===== src/rtl/ilv_pkg.sv =====
package ilv_pkg;
    localparam int WCODE_W   = 4;
    localparam int GCODE_W   = 4;
    localparam int POS_W     = 4;
    localparam int GRAN_BASE = 8;
    localparam int MAX_GCODE = 6;

    typedef enum logic [1:0] {
        ST_IDLE = 2'd0,
        ST_DIV  = 2'd1,
        ST_RESP = 2'd2
    } ilv_state_e;
endpackage


===== src/rtl/ilv_code_decode.sv =====
module ilv_code_decode
    import ilv_pkg::*;
(
    input  logic [WCODE_W-1:0] ways_code,
    input  logic [GCODE_W-1:0] gran_code,
    output logic               codes_ok,
    output logic               three_mode,
    output logic [2:0]         pow2_log,
    output logic [1:0]         three_log
);
    logic ways_ok;

    always_comb begin
        ways_ok    = 1'b0;
        three_mode = 1'b0;
        pow2_log   = 3'd0;
        three_log  = 2'd0;
        case (ways_code)
            4'd0, 4'd1, 4'd2, 4'd3, 4'd4: begin
                ways_ok  = 1'b1;
                pow2_log = ways_code[2:0];
            end
            4'd8, 4'd9, 4'd10: begin
                ways_ok    = 1'b1;
                three_mode = 1'b1;
                three_log  = ways_code[1:0];
            end
            default: ways_ok = 1'b0;
        endcase
        codes_ok = ways_ok && (gran_code <= GCODE_W'(MAX_GCODE));
    end
endmodule


===== src/rtl/ilv_pow2_split.sv =====
module ilv_pow2_split
    import ilv_pkg::*;
#(
    parameter int OFS_W = 52
) (
    input  logic [OFS_W-1:0] host_ofs,
    input  logic [2:0]       ways_log,
    input  logic [2:0]       gran_log,
    output logic [POS_W-1:0] pos,
    output logic [OFS_W-1:0] dev_ofs
);
    localparam int SH_W = $clog2(OFS_W) + 1;

    logic [SH_W-1:0]  lo_cut;
    logic [SH_W-1:0]  hi_cut;
    logic [OFS_W-1:0] low_mask;
    logic [OFS_W-1:0] field;
    logic [POS_W-1:0] pos_mask;

    always_comb begin
        lo_cut   = SH_W'(gran_log) + SH_W'(GRAN_BASE);
        hi_cut   = lo_cut + SH_W'(ways_log);
        low_mask = ~({OFS_W{1'b1}} << lo_cut);
        field    = host_ofs >> lo_cut;
        pos_mask = ~({POS_W{1'b1}} << ways_log);
        pos      = field[POS_W-1:0] & pos_mask;
        dev_ofs  = ((host_ofs >> hi_cut) << lo_cut) | (host_ofs & low_mask);
    end
endmodule


===== src/rtl/ilv_div3.sv =====
module ilv_div3 #(
    parameter int DATA_W       = 52,
    parameter int BITS_PER_CYC = 1
) (
    input  logic              clk,
    input  logic              rst_n,
    input  logic              start,
    input  logic [DATA_W-1:0] dividend,
    output logic              done,
    output logic [DATA_W-1:0] quot,
    output logic [1:0]        rem
);
    localparam int STEPS = (DATA_W + BITS_PER_CYC - 1) / BITS_PER_CYC;
    localparam int PAD_W = STEPS * BITS_PER_CYC;
    localparam int CNT_W = $clog2(STEPS + 1);

    typedef struct packed {
        logic [PAD_W-1:0] work;
        logic [1:0]       rem;
        logic [CNT_W-1:0] cnt;
        logic             busy;
        logic             done;
    } div_t;

    div_t div_d, div_q;

    always_comb begin
        logic [2:0] trial;
        logic       qbit;
        trial = 3'd0;
        qbit  = 1'b0;
        div_d = div_q;
        div_d.done = 1'b0;
        if (start) begin
            div_d.work = PAD_W'(dividend);
            div_d.rem  = 2'd0;
            div_d.cnt  = CNT_W'(STEPS);
            div_d.busy = 1'b1;
        end else if (div_q.busy) begin
            for (int i = 0; i < BITS_PER_CYC; i++) begin
                trial = {div_d.rem, div_d.work[PAD_W-1]};
                if (trial >= 3'd3) begin
                    trial = trial - 3'd3;
                    qbit  = 1'b1;
                end else begin
                    qbit  = 1'b0;
                end
                div_d.rem  = trial[1:0];
                div_d.work = {div_d.work[PAD_W-2:0], qbit};
            end
            div_d.cnt = div_q.cnt - CNT_W'(1);
            if (div_q.cnt == CNT_W'(1)) begin
                div_d.busy = 1'b0;
                div_d.done = 1'b1;
            end
        end
    end

    always_ff @(posedge clk) begin
        if (!rst_n) div_q <= '0;
        else        div_q <= div_d;
    end

    assign done = div_q.done;
    assign quot = div_q.work[DATA_W-1:0];
    assign rem  = div_q.rem;
endmodule


===== src/rtl/ilv_hpa_decoder.sv =====
module ilv_hpa_decoder
    import ilv_pkg::*;
#(
    parameter int OFS_W            = 52,
    parameter int DIV_BITS_PER_CYC = 1
) (
    input  logic               clk,
    input  logic               rst_n,
    input  logic               req_valid,
    output logic               req_ready,
    input  logic [OFS_W-1:0]   req_ofs,
    input  logic [WCODE_W-1:0] req_ways_code,
    input  logic [GCODE_W-1:0] req_gran_code,
    output logic               rsp_valid,
    input  logic               rsp_ready,
    output logic [POS_W-1:0]   rsp_pos,
    output logic [OFS_W-1:0]   rsp_dev_ofs,
    output logic               rsp_err
);
    localparam int SH_W = $clog2(OFS_W) + 1;

    typedef struct packed {
        ilv_state_e       st;
        logic [OFS_W-1:0] host;
        logic [2:0]       glog;
        logic [1:0]       klog;
        logic [POS_W-1:0] pos;
        logic [OFS_W-1:0] dev;
        logic             err;
    } ctl_t;

    ctl_t ctl_d, ctl_q;

    logic             codes_ok, three_mode;
    logic [2:0]       pow2_log;
    logic [1:0]       three_log;
    logic [POS_W-1:0] p2_pos;
    logic [OFS_W-1:0] p2_dev;
    logic             div_start, div_done;
    logic [OFS_W-1:0] div_in, div_quot;
    logic [1:0]       div_rem;
    logic             accept;

    ilv_code_decode u_decode (
        .ways_code (req_ways_code),
        .gran_code (req_gran_code),
        .codes_ok  (codes_ok),
        .three_mode(three_mode),
        .pow2_log  (pow2_log),
        .three_log (three_log)
    );

    ilv_pow2_split #(.OFS_W(OFS_W)) u_pow2 (
        .host_ofs(req_ofs),
        .ways_log(pow2_log),
        .gran_log(req_gran_code[2:0]),
        .pos     (p2_pos),
        .dev_ofs (p2_dev)
    );

    ilv_div3 #(.DATA_W(OFS_W), .BITS_PER_CYC(DIV_BITS_PER_CYC)) u_div3 (
        .clk     (clk),
        .rst_n   (rst_n),
        .start   (div_start),
        .dividend(div_in),
        .done    (div_done),
        .quot    (div_quot),
        .rem     (div_rem)
    );

    always_comb begin
        logic [SH_W-1:0]  lo_cut;
        logic [OFS_W-1:0] low_mask;
        logic [OFS_W-1:0] upper_field;
        logic [POS_W-1:0] k_mask;

        ctl_d       = ctl_q;
        req_ready   = (ctl_q.st == ST_IDLE);
        accept      = req_valid && req_ready;
        div_start   = accept && codes_ok && three_mode;
        div_in      = req_ofs >> (SH_W'(req_gran_code[2:0]) + SH_W'(req_ways_code));

        lo_cut      = SH_W'(ctl_q.glog) + SH_W'(GRAN_BASE);
        low_mask    = ~({OFS_W{1'b1}} << lo_cut);
        upper_field = ctl_q.host >> lo_cut;
        k_mask      = ~({POS_W{1'b1}} << ctl_q.klog);

        case (ctl_q.st)
            ST_IDLE: begin
                if (accept) begin
                    ctl_d.host = req_ofs;
                    ctl_d.glog = req_gran_code[2:0];
                    ctl_d.klog = three_log;
                    if (!codes_ok) begin
                        ctl_d.err = 1'b1;
                        ctl_d.pos = '0;
                        ctl_d.dev = '1;
                        ctl_d.st  = ST_RESP;
                    end else if (three_mode) begin
                        ctl_d.err = 1'b0;
                        ctl_d.st  = ST_DIV;
                    end else begin
                        ctl_d.err = 1'b0;
                        ctl_d.pos = p2_pos;
                        ctl_d.dev = p2_dev;
                        ctl_d.st  = ST_RESP;
                    end
                end
            end
            ST_DIV: begin
                if (div_done) begin
                    ctl_d.pos = (POS_W'(div_rem) << ctl_q.klog)
                              | (upper_field[POS_W-1:0] & k_mask);
                    ctl_d.dev = (div_quot << lo_cut) | (ctl_q.host & low_mask);
                    ctl_d.st  = ST_RESP;
                end
            end
            ST_RESP: begin
                if (rsp_ready) ctl_d.st = ST_IDLE;
            end
            default: ctl_d.st = ST_IDLE;
        endcase
    end

    always_ff @(posedge clk) begin
        if (!rst_n) ctl_q <= '{st: ST_IDLE, default: '0};
        else        ctl_q <= ctl_d;
    end

    assign rsp_valid   = (ctl_q.st == ST_RESP);
    assign rsp_pos     = ctl_q.pos;
    assign rsp_dev_ofs = ctl_q.dev;
    assign rsp_err     = ctl_q.err;
endmodule


===== config.mk =====
export PLATFORM = sky130hd
export DESIGN_NAME = ilv_hpa_decoder
export DESIGN_NICKNAME = d
export VERILOG_FILES = /design/src/rtl/ilv_pkg.sv /design/src/rtl/ilv_code_decode.sv /design/src/rtl/ilv_pow2_split.sv /design/src/rtl/ilv_div3.sv /design/src/rtl/ilv_hpa_decoder.sv
export SDC_FILE = /design/constraint.sdc
export NUM_CORES = 1
export LEC_CHECK = 0
export BUFFER_PORTS_ARGS = -buffer_cell sky130_fd_sc_hd__buf_2
export CAP_MARGIN = 20
export CORE_ASPECT_RATIO = 0.6
export CORE_MARGIN = 2
export CORE_UTILIZATION = 30
export CTS_BUF_LIST = sky130_fd_sc_hd__clkbuf_4
export DETAILED_ROUTE_END_ITERATION = 10
export PLACE_DENSITY_LB_ADDON = 0.05
export SKIP_CTS_REPAIR_TIMING = 1
export SYNTH_ARGS = -nofsm -noshare
export SYNTH_HDL_FRONTEND = slang
export SYNTH_HIERARCHICAL = 1
export SYNTH_SLANG_ARGS = --single-unit

===== constraint.sdc =====
create_clock -name clk -period 5 [get_ports clk]
set_input_delay 0.75 -clock clk [delete_from_list [all_inputs] [get_ports clk]]
set_output_delay 0.75 -clock clk [all_outputs]
set_load 0.1 [all_outputs]

### Word-level counts from Yosys, hierarchy flattened

Index checks and enable logic that the tools add are counted.

| word-level totals | value |
|---|---|
| flip-flop bits (word level) | 178 |
| output and inout port bits | 59 |

| operators by class | value |
|---|---|
| bitwise logic cells | 13 |
| mux-type cells | 19 |
| $add $sub $neg | 6 |
| reduce and logical (&&, ||, !) cells | 16 |
| shifts and indexed selects | 11 |
| equal/unequal tests | 14 |
| magnitude comparators | 2 |

Operators with widths:

| kind | number |
|---|---|
| two-way mux 116 bit | 1 |
| two-way mux 56 bit | 2 |
| one-hot mux 56 bit (2 select lines) | 1 |
| bitwise AND 52 bit | 2 |
| NOT 52 bit | 2 |
| OR 52 bit | 2 |
| two-way mux 62 bit | 1 |
| two-way mux 61 bit | 1 |
| two-way mux 57 bit | 1 |
| << shifter 52 x 5 -> 52 bit | 1 |
| << shifter 52 x 5 -> 52 bit, first input constant | 1 |
| << shifter 52 x 7 -> 52 bit | 1 |
| << shifter 52 x 7 -> 52 bit, first input constant | 1 |
| right shift 52 x 5 -> 4 bit | 1 |
| right shift 52 x 5 -> 52 bit | 1 |
| right shift 52 x 7 -> 4 bit | 1 |
| right shift 52 x 7 -> 52 bit | 1 |
| two-way mux 2 bit | 7 |
| equality test 4 bit, second input constant | 3 |
| adder 3 x 4 -> 5 bit, second input constant | 2 |
| bitwise AND 4 bit | 2 |
| equality test 4 x 2 -> 1 bit, second input constant | 2 |
| NOT 4 bit | 2 |
| OR reduction 8 bit | 1 |
| other kinds (31) | 41 |

### Logic depth before layout (Yosys ltp)

| logic depth | value |
|---|---|
| depth after elaboration | 11 |
| gate-level depth with buffers | 18 |
| gate-level depth less buffers | 15 |

### Cells and area by module

Netlist, hierarchy kept.

Modules (own cells, without submodules):

| module | area each (µm²) | sequential area each (µm²) | times used | cells an instance |
|---|---|---|---|---|
| ilv_hpa_decoder | 8788.4 | 1641.6 | 1 | 1009 |
| ilv_pow2_split | 5690.5 | 0.0 | 1 | 641 |
| ilv_div3 | 3362.0 | 1241.2 | 1 | 388 |
| ilv_code_decode | 77.6 | 0.0 | 1 | 12 |

### Worst setup path after synthesis

OpenSTA, ideal clock, no wires.

| timing path | value |
|---|---|
| kind | in2reg |
| start | input port req_gran_code[2] |
| end | register ctl_q (netlist bit rsp_dev_ofs[11]) |
| buffers on the path | 6 |
| data arrival time | 4.418 ns |
| path slack | 0.445 ns |
| cell stages on the path | 17 |
| data required time | 4.864 ns |
| cell sequence | buf_4 > clkinv_1 > buf_1 > clkbuf_1 > fa_1 > buf_4 > inv_2 > buf_2 > buf_2 > mux2i_1 > mux2i_1 > a222oi_1 > nand2_1 > a222oi_1 > inv_1 > o21ai_0 > a31oi_1 |

| on the way | value |
|---|---|
| word-level cells in the longest chain between the ends | 9 |
| elaborated cells on any way between the ends | 16 |
| those cells by class | 2 x add/sub; 1 x order compare; 1 x eq/ne; 3 x shift; 4 x mux; 3 x bitwise; 2 x reduce/logical |

RTL lines:

| element | line | text |
|---|---|---|
| start: declaration | ilv_hpa_decoder.sv:13 | `input logic [GCODE_W-1:0] req_gran_code,` |
| adder 3 x 4 -> 5 bit * | ilv_pow2_split.sv:21 | `lo_cut = SH_W'(gran_log) + SH_W'(GRAN_BASE);` |
| adder 7 x 3 -> 7 bit or << shifter 52 x 7 -> 52 bit (tied branches) | ilv_pow2_split.sv:22, ilv_pow2_split.sv:23 |  |
| right shift 52 x 7 -> 52 bit or NOT 52 bit (tied branches) | ilv_pow2_split.sv:27, ilv_pow2_split.sv:23 |  |
| << shifter 52 x 7 -> 52 bit or bitwise AND 52 bit (tied branches) | ilv_pow2_split.sv:27 | `dev_ofs = ((host_ofs >> hi_cut) << lo_cut) \| (host_ofs & low_mask);` |
| OR 52 bit * | ilv_pow2_split.sv:27 |  |
| net p2_dev[11] | ilv_hpa_decoder.sv:38 | `logic [OFS_W-1:0] p2_dev;` |
| two-way mux 56 bit * | ilv_hpa_decoder.sv:99 | `end else if (three_mode) begin` |
| two-way mux 57 bit * | ilv_hpa_decoder.sv:94 | `if (!codes_ok) begin` |
| two-way mux 116 bit * | ilv_hpa_decoder.sv:90 | `if (accept) begin` |
| one-hot mux 56 bit (2 select lines) * | ilv_hpa_decoder.sv:88 | `case (ctl_q.st)` |
| end signal: assignment | ilv_hpa_decoder.sv:127 | `else ctl_q <= ctl_d;` |
| end: declaration | ilv_hpa_decoder.sv:32 | `ctl_t ctl_d, ctl_q;` |

The timed path passes the listed nets; every way through them passes the cells marked *. The select of a mux whose other input is x is not followed.
A chain may end at the register's enable or synchronous reset.

### Worst setup path after layout

| timing path | value |
|---|---|
| start | input port req_ways_code[3] |
| end | register ctl_q (netlist bit rsp_dev_ofs[28]) |

| on the way | value |
|---|---|
| word-level cells in the longest chain between the ends | 11 |
| elaborated cells on any way between the ends | 25 |
| those cells by class | 1 x add/sub; 8 x eq/ne; 2 x shift; 7 x mux; 1 x bitwise; 6 x reduce/logical |

RTL lines:

| element | line | text |
|---|---|---|
| start: declaration | ilv_hpa_decoder.sv:12 | `input logic [WCODE_W-1:0] req_ways_code,` |
| equality test 4 x 1 -> 1 bit, or another cell as far along | ilv_code_decode.sv:18 | `case (ways_code)` |
| OR reduction 5 bit * | n/a |  |
| two-way mux 3 bit * | ilv_code_decode.sv:18 |  |
| net pow2_log[0] | ilv_hpa_decoder.sv:35 | `logic [2:0] pow2_log;` |
| adder 7 x 3 -> 7 bit * | ilv_pow2_split.sv:22 | `hi_cut = lo_cut + SH_W'(ways_log);` |
| right shift 52 x 7 -> 52 bit * | ilv_pow2_split.sv:27 |  |
| << shifter 52 x 7 -> 52 bit * | ilv_pow2_split.sv:27 |  |
| OR 52 bit * | ilv_pow2_split.sv:27 |  |
| net p2_dev[28] | ilv_hpa_decoder.sv:38 |  |
| two-way mux 56 bit * | ilv_hpa_decoder.sv:99 |  |
| two-way mux 57 bit * | ilv_hpa_decoder.sv:94 |  |
| two-way mux 116 bit * | ilv_hpa_decoder.sv:90 |  |
| one-hot mux 56 bit (2 select lines) * | ilv_hpa_decoder.sv:88 |  |

Marks and branches as above.

==> results.txt <==
- The largest individual stage delay along the critical path comes from the cell sky130_fd_sc_hd__fa_4.
- Weighted congestion at the end of routability-driven global placement: 0.950
* Number of antenna violations at the first check in global routing: 7
* Ratio of final minimum period to clock period: 0.930
* Final hold vios: 0
* Reg2reg path depth: 6
- Final min period: 4.65 ns
- Most frequent CP cell: sky130_fd_sc_hd__buf_4
- In this run the static leakage power is 7.55 nW.
- Type of the worst setup path: input port to flip-flop
- Effective utilization at floorplan: 0.302
- Summing internal, switching and leakage power gives 5.48 mW.
- Count of warnings emitted by yosys: 6
- The initialized floorplan defines between 60 and 70 standard-cell rows.
* Setup Skew: 0.0347 ns
* Clock slew at the register clock pins of the worst setup and hold paths: 0.15 ns
* Final nets: 2192
- Crit-path cells: buf_2 -> nor3b_1 -> buf_4 -> ha_4 -> inv_1 -> fa_4 -> buf_12 -> buf_4 -> mux2_1 -> mux2_2 -> mux4_2 -> mux2i_1 -> nor2_1 -> a2111oi_0 -> buf_4 -> a21oi_1 -> o21ai_0 -> a31oi_1
- Launching element type of the critical path: input port
- In the final layout, the share of cells above drive strength 1 is 0.317.
- Relative to the synthesized area, the layout overhead comes to 11.5%.
- The worst register-to-register path ends at rsp_pos[2].
- Iteration count of the initial detailed-routing pass: 8
* Overall track demand over capacity in global routing: 0.265
- CTS buffer count: 17
- Setup repair after global routing left no endpoint under its margin.
* Cell total after placement: 2877
- The count of cells in the finished layout, fillers not included, comes to 2917.
* Highest clock rate: 215 MHz
* Max-cap violations: 0
- Gr ovfl total: 0
* Power density relative to cell area: 275 nW/µm²
- Maximum root-to-sink buffer count: 2
- Die footprint: 61600 µm²
- DRC: 0
- Routed len/inst: 28.6 µm
- The count of nets left with antenna violations once routing finished came out at 0.
- TritonCTS built the clock tree.
- Via density per instance: a little over 6
- In the layout the commonest cells are 251 x sky130_fd_sc_hd__mux2i_1, 237 x sky130_fd_sc_hd__nand2_1, 226 x sky130_fd_sc_hd__buf_4.
- The die is 319 µm wide.
- Gate count after technology mapping: 2042
* Number of fillers in the final layout: 6312
- 1st-iter DRT viols: 2112
- For this design the top-level I/O count stands at 123.
* Clk root buf: sky130_fd_sc_hd__clkbuf_4
- Core footprint: 59100 µm²
* Remaining max-slew budget at the tightest pin: 0.302
- Termination of the worst setup path: rsp_dev_ofs[28]
- The via count of the first global-routing pass is 16200.
- Summed over all nets, the half-perimeter wirelength after detailed placement is between 60000 and 70000 µm.
- The first global-routing pass estimated 119000 µm of wire.
- The number of buffers and inverters on the critical path is 6.
- Die height: 193 µm
* Critical path depth in cells: 18
- Worst setup path startpoint: req_ways_code[3]
- The tightest min-delay check is of the input port to flip-flop type.
- The cell family contributing the most delay on the critical path is multiplexers.
- Post-synthesis cell area: 17900 µm²
- The worst register-to-register path has a setup slack of about 2.3 ns.
- Launch point of the worst reg-to-reg path: ctl_q[59]
- Required time at the endpoint of the critical path: 5.54 ns
- Entering global routing, the biggest net connects 82 pins.
- OpenSTA, run right after detailed placement, puts the worst setup slack at -0.194 ns.
* Stage delay of the slowest cell on the critical path: 0.76 ns
- The library cell used most frequently in the layout, excluding fill and tap cells, is sky130_fd_sc_hd__mux2i_1.
- Summing over every cut layer, the via total after detailed routing is ~18000.
- Counting instances, the worst hold path has a depth of 3.
* Count of pins over their slew limit: 0
- Setup slack on the critical path of the routed design comes to 0.350 ns.
- Worst EP arrival: 5.19 ns
- Setup violations remaining at the end of the flow were counted as 0.
- Dividing the synthesized area by the synthesized cell count gives 8.75 µm².
* H-tree depth: 4
- At the pin with the least slew margin, the transition time is 1.05 ns.
- Of all nets on the critical path, the largest fanout is 19.
* Sink Count: approximately 140
- Total wirelength of the detailed-routed design: around 83000 µm
- The flow ran to the end, and the final reports show no timing, DRC or antenna violations.
- The worst-case IR drop observed on VDD is 0.244 mV.
* CP endpoint kind: flip-flop
* Net count after synthesis: about 2100
* Source-to-sink clock delay at the later pin of the worst-skew pair: 0.66 ns
* Input/output buffers: 122
## registers in the layout, indices dropped and copies added (netlist names)
name and cells:
rsp_dev_ofs 52, u_div3/quot 52, ctl_q 25, u_div3/div_q 7
rsp_pos 4, u_div3/rem 2, rsp_err 1, u_div3/done 1
## layout make-up
cell class                      count  area [µm²]  area share
Multi-Input combinational cell   1580       13200       0.663
Sequential cell                   144        2890       0.145
Timing Repair Buffer              356        2490       0.125
Tap cell                          781         977      0.0491
Clock buffer                       19         143     0.00716
Clock inverter                     13         136     0.00685
Inverter                           17        63.8     0.00320
Antenna cell                        7        17.5    0.000879
## metrics by stage
stage / setup TNS, ns / utilization / hold slack (ns) / instance area [µm²]
after CTS: 0 / 0.337 / 0.355 / 19900
after floorplan: 0 / - / 0.440 / 17900
after global routing: 0 / 0.337 / 0.337 / 19900
final: 0 / 0.337 / 0.409 / 19900
after detailed placement: -1.35 / 0.332 / 0.458 / 19600
after global placement: -2.24 / 0.332 / 0.452 / 19600
## where the power goes
group	switching (mW)	internal, mW
logic	2.11	1.26
clock network	0.527	0.308
registers	0.0687	1.21
## worst min path at each step
stage | start | endpoint | slack (ns)
after detailed placement | ctl_q[67] | ctl_q[67] | 0.46
after CTS | rsp_ready | ctl_q[115] | 0.36
after global routing | rsp_ready | ctl_q[115] | 0.34
after floorplan | ctl_q[79] | ctl_q[79] | 0.44
after global placement | ctl_q[65] | ctl_q[65] | 0.45
final | rsp_ready | ctl_q[115] | 0.41
## per-layer routing
metal  routed length (µm)  part of all wire  GRT usage
met1                43400              0.52      0.429
met2                32200              0.39      0.354
met3                 6870             0.082     0.0534
met4                  925             0.011     0.0423
met5                    7          0.000084          0
## worst reg2reg max path: cells and delay by family, from the launching register on
family | cells | cell delay [ns]
flip-flops | 1 | 1.03
AO/OA/AOI/OAI | 3 | 0.70
AND/OR/NAND/NOR | 1 | 0.14
multiplexers | 1 | 0.38
buffers and inverters | 1 | 0.37
Power figures use the tool's default switching activity.
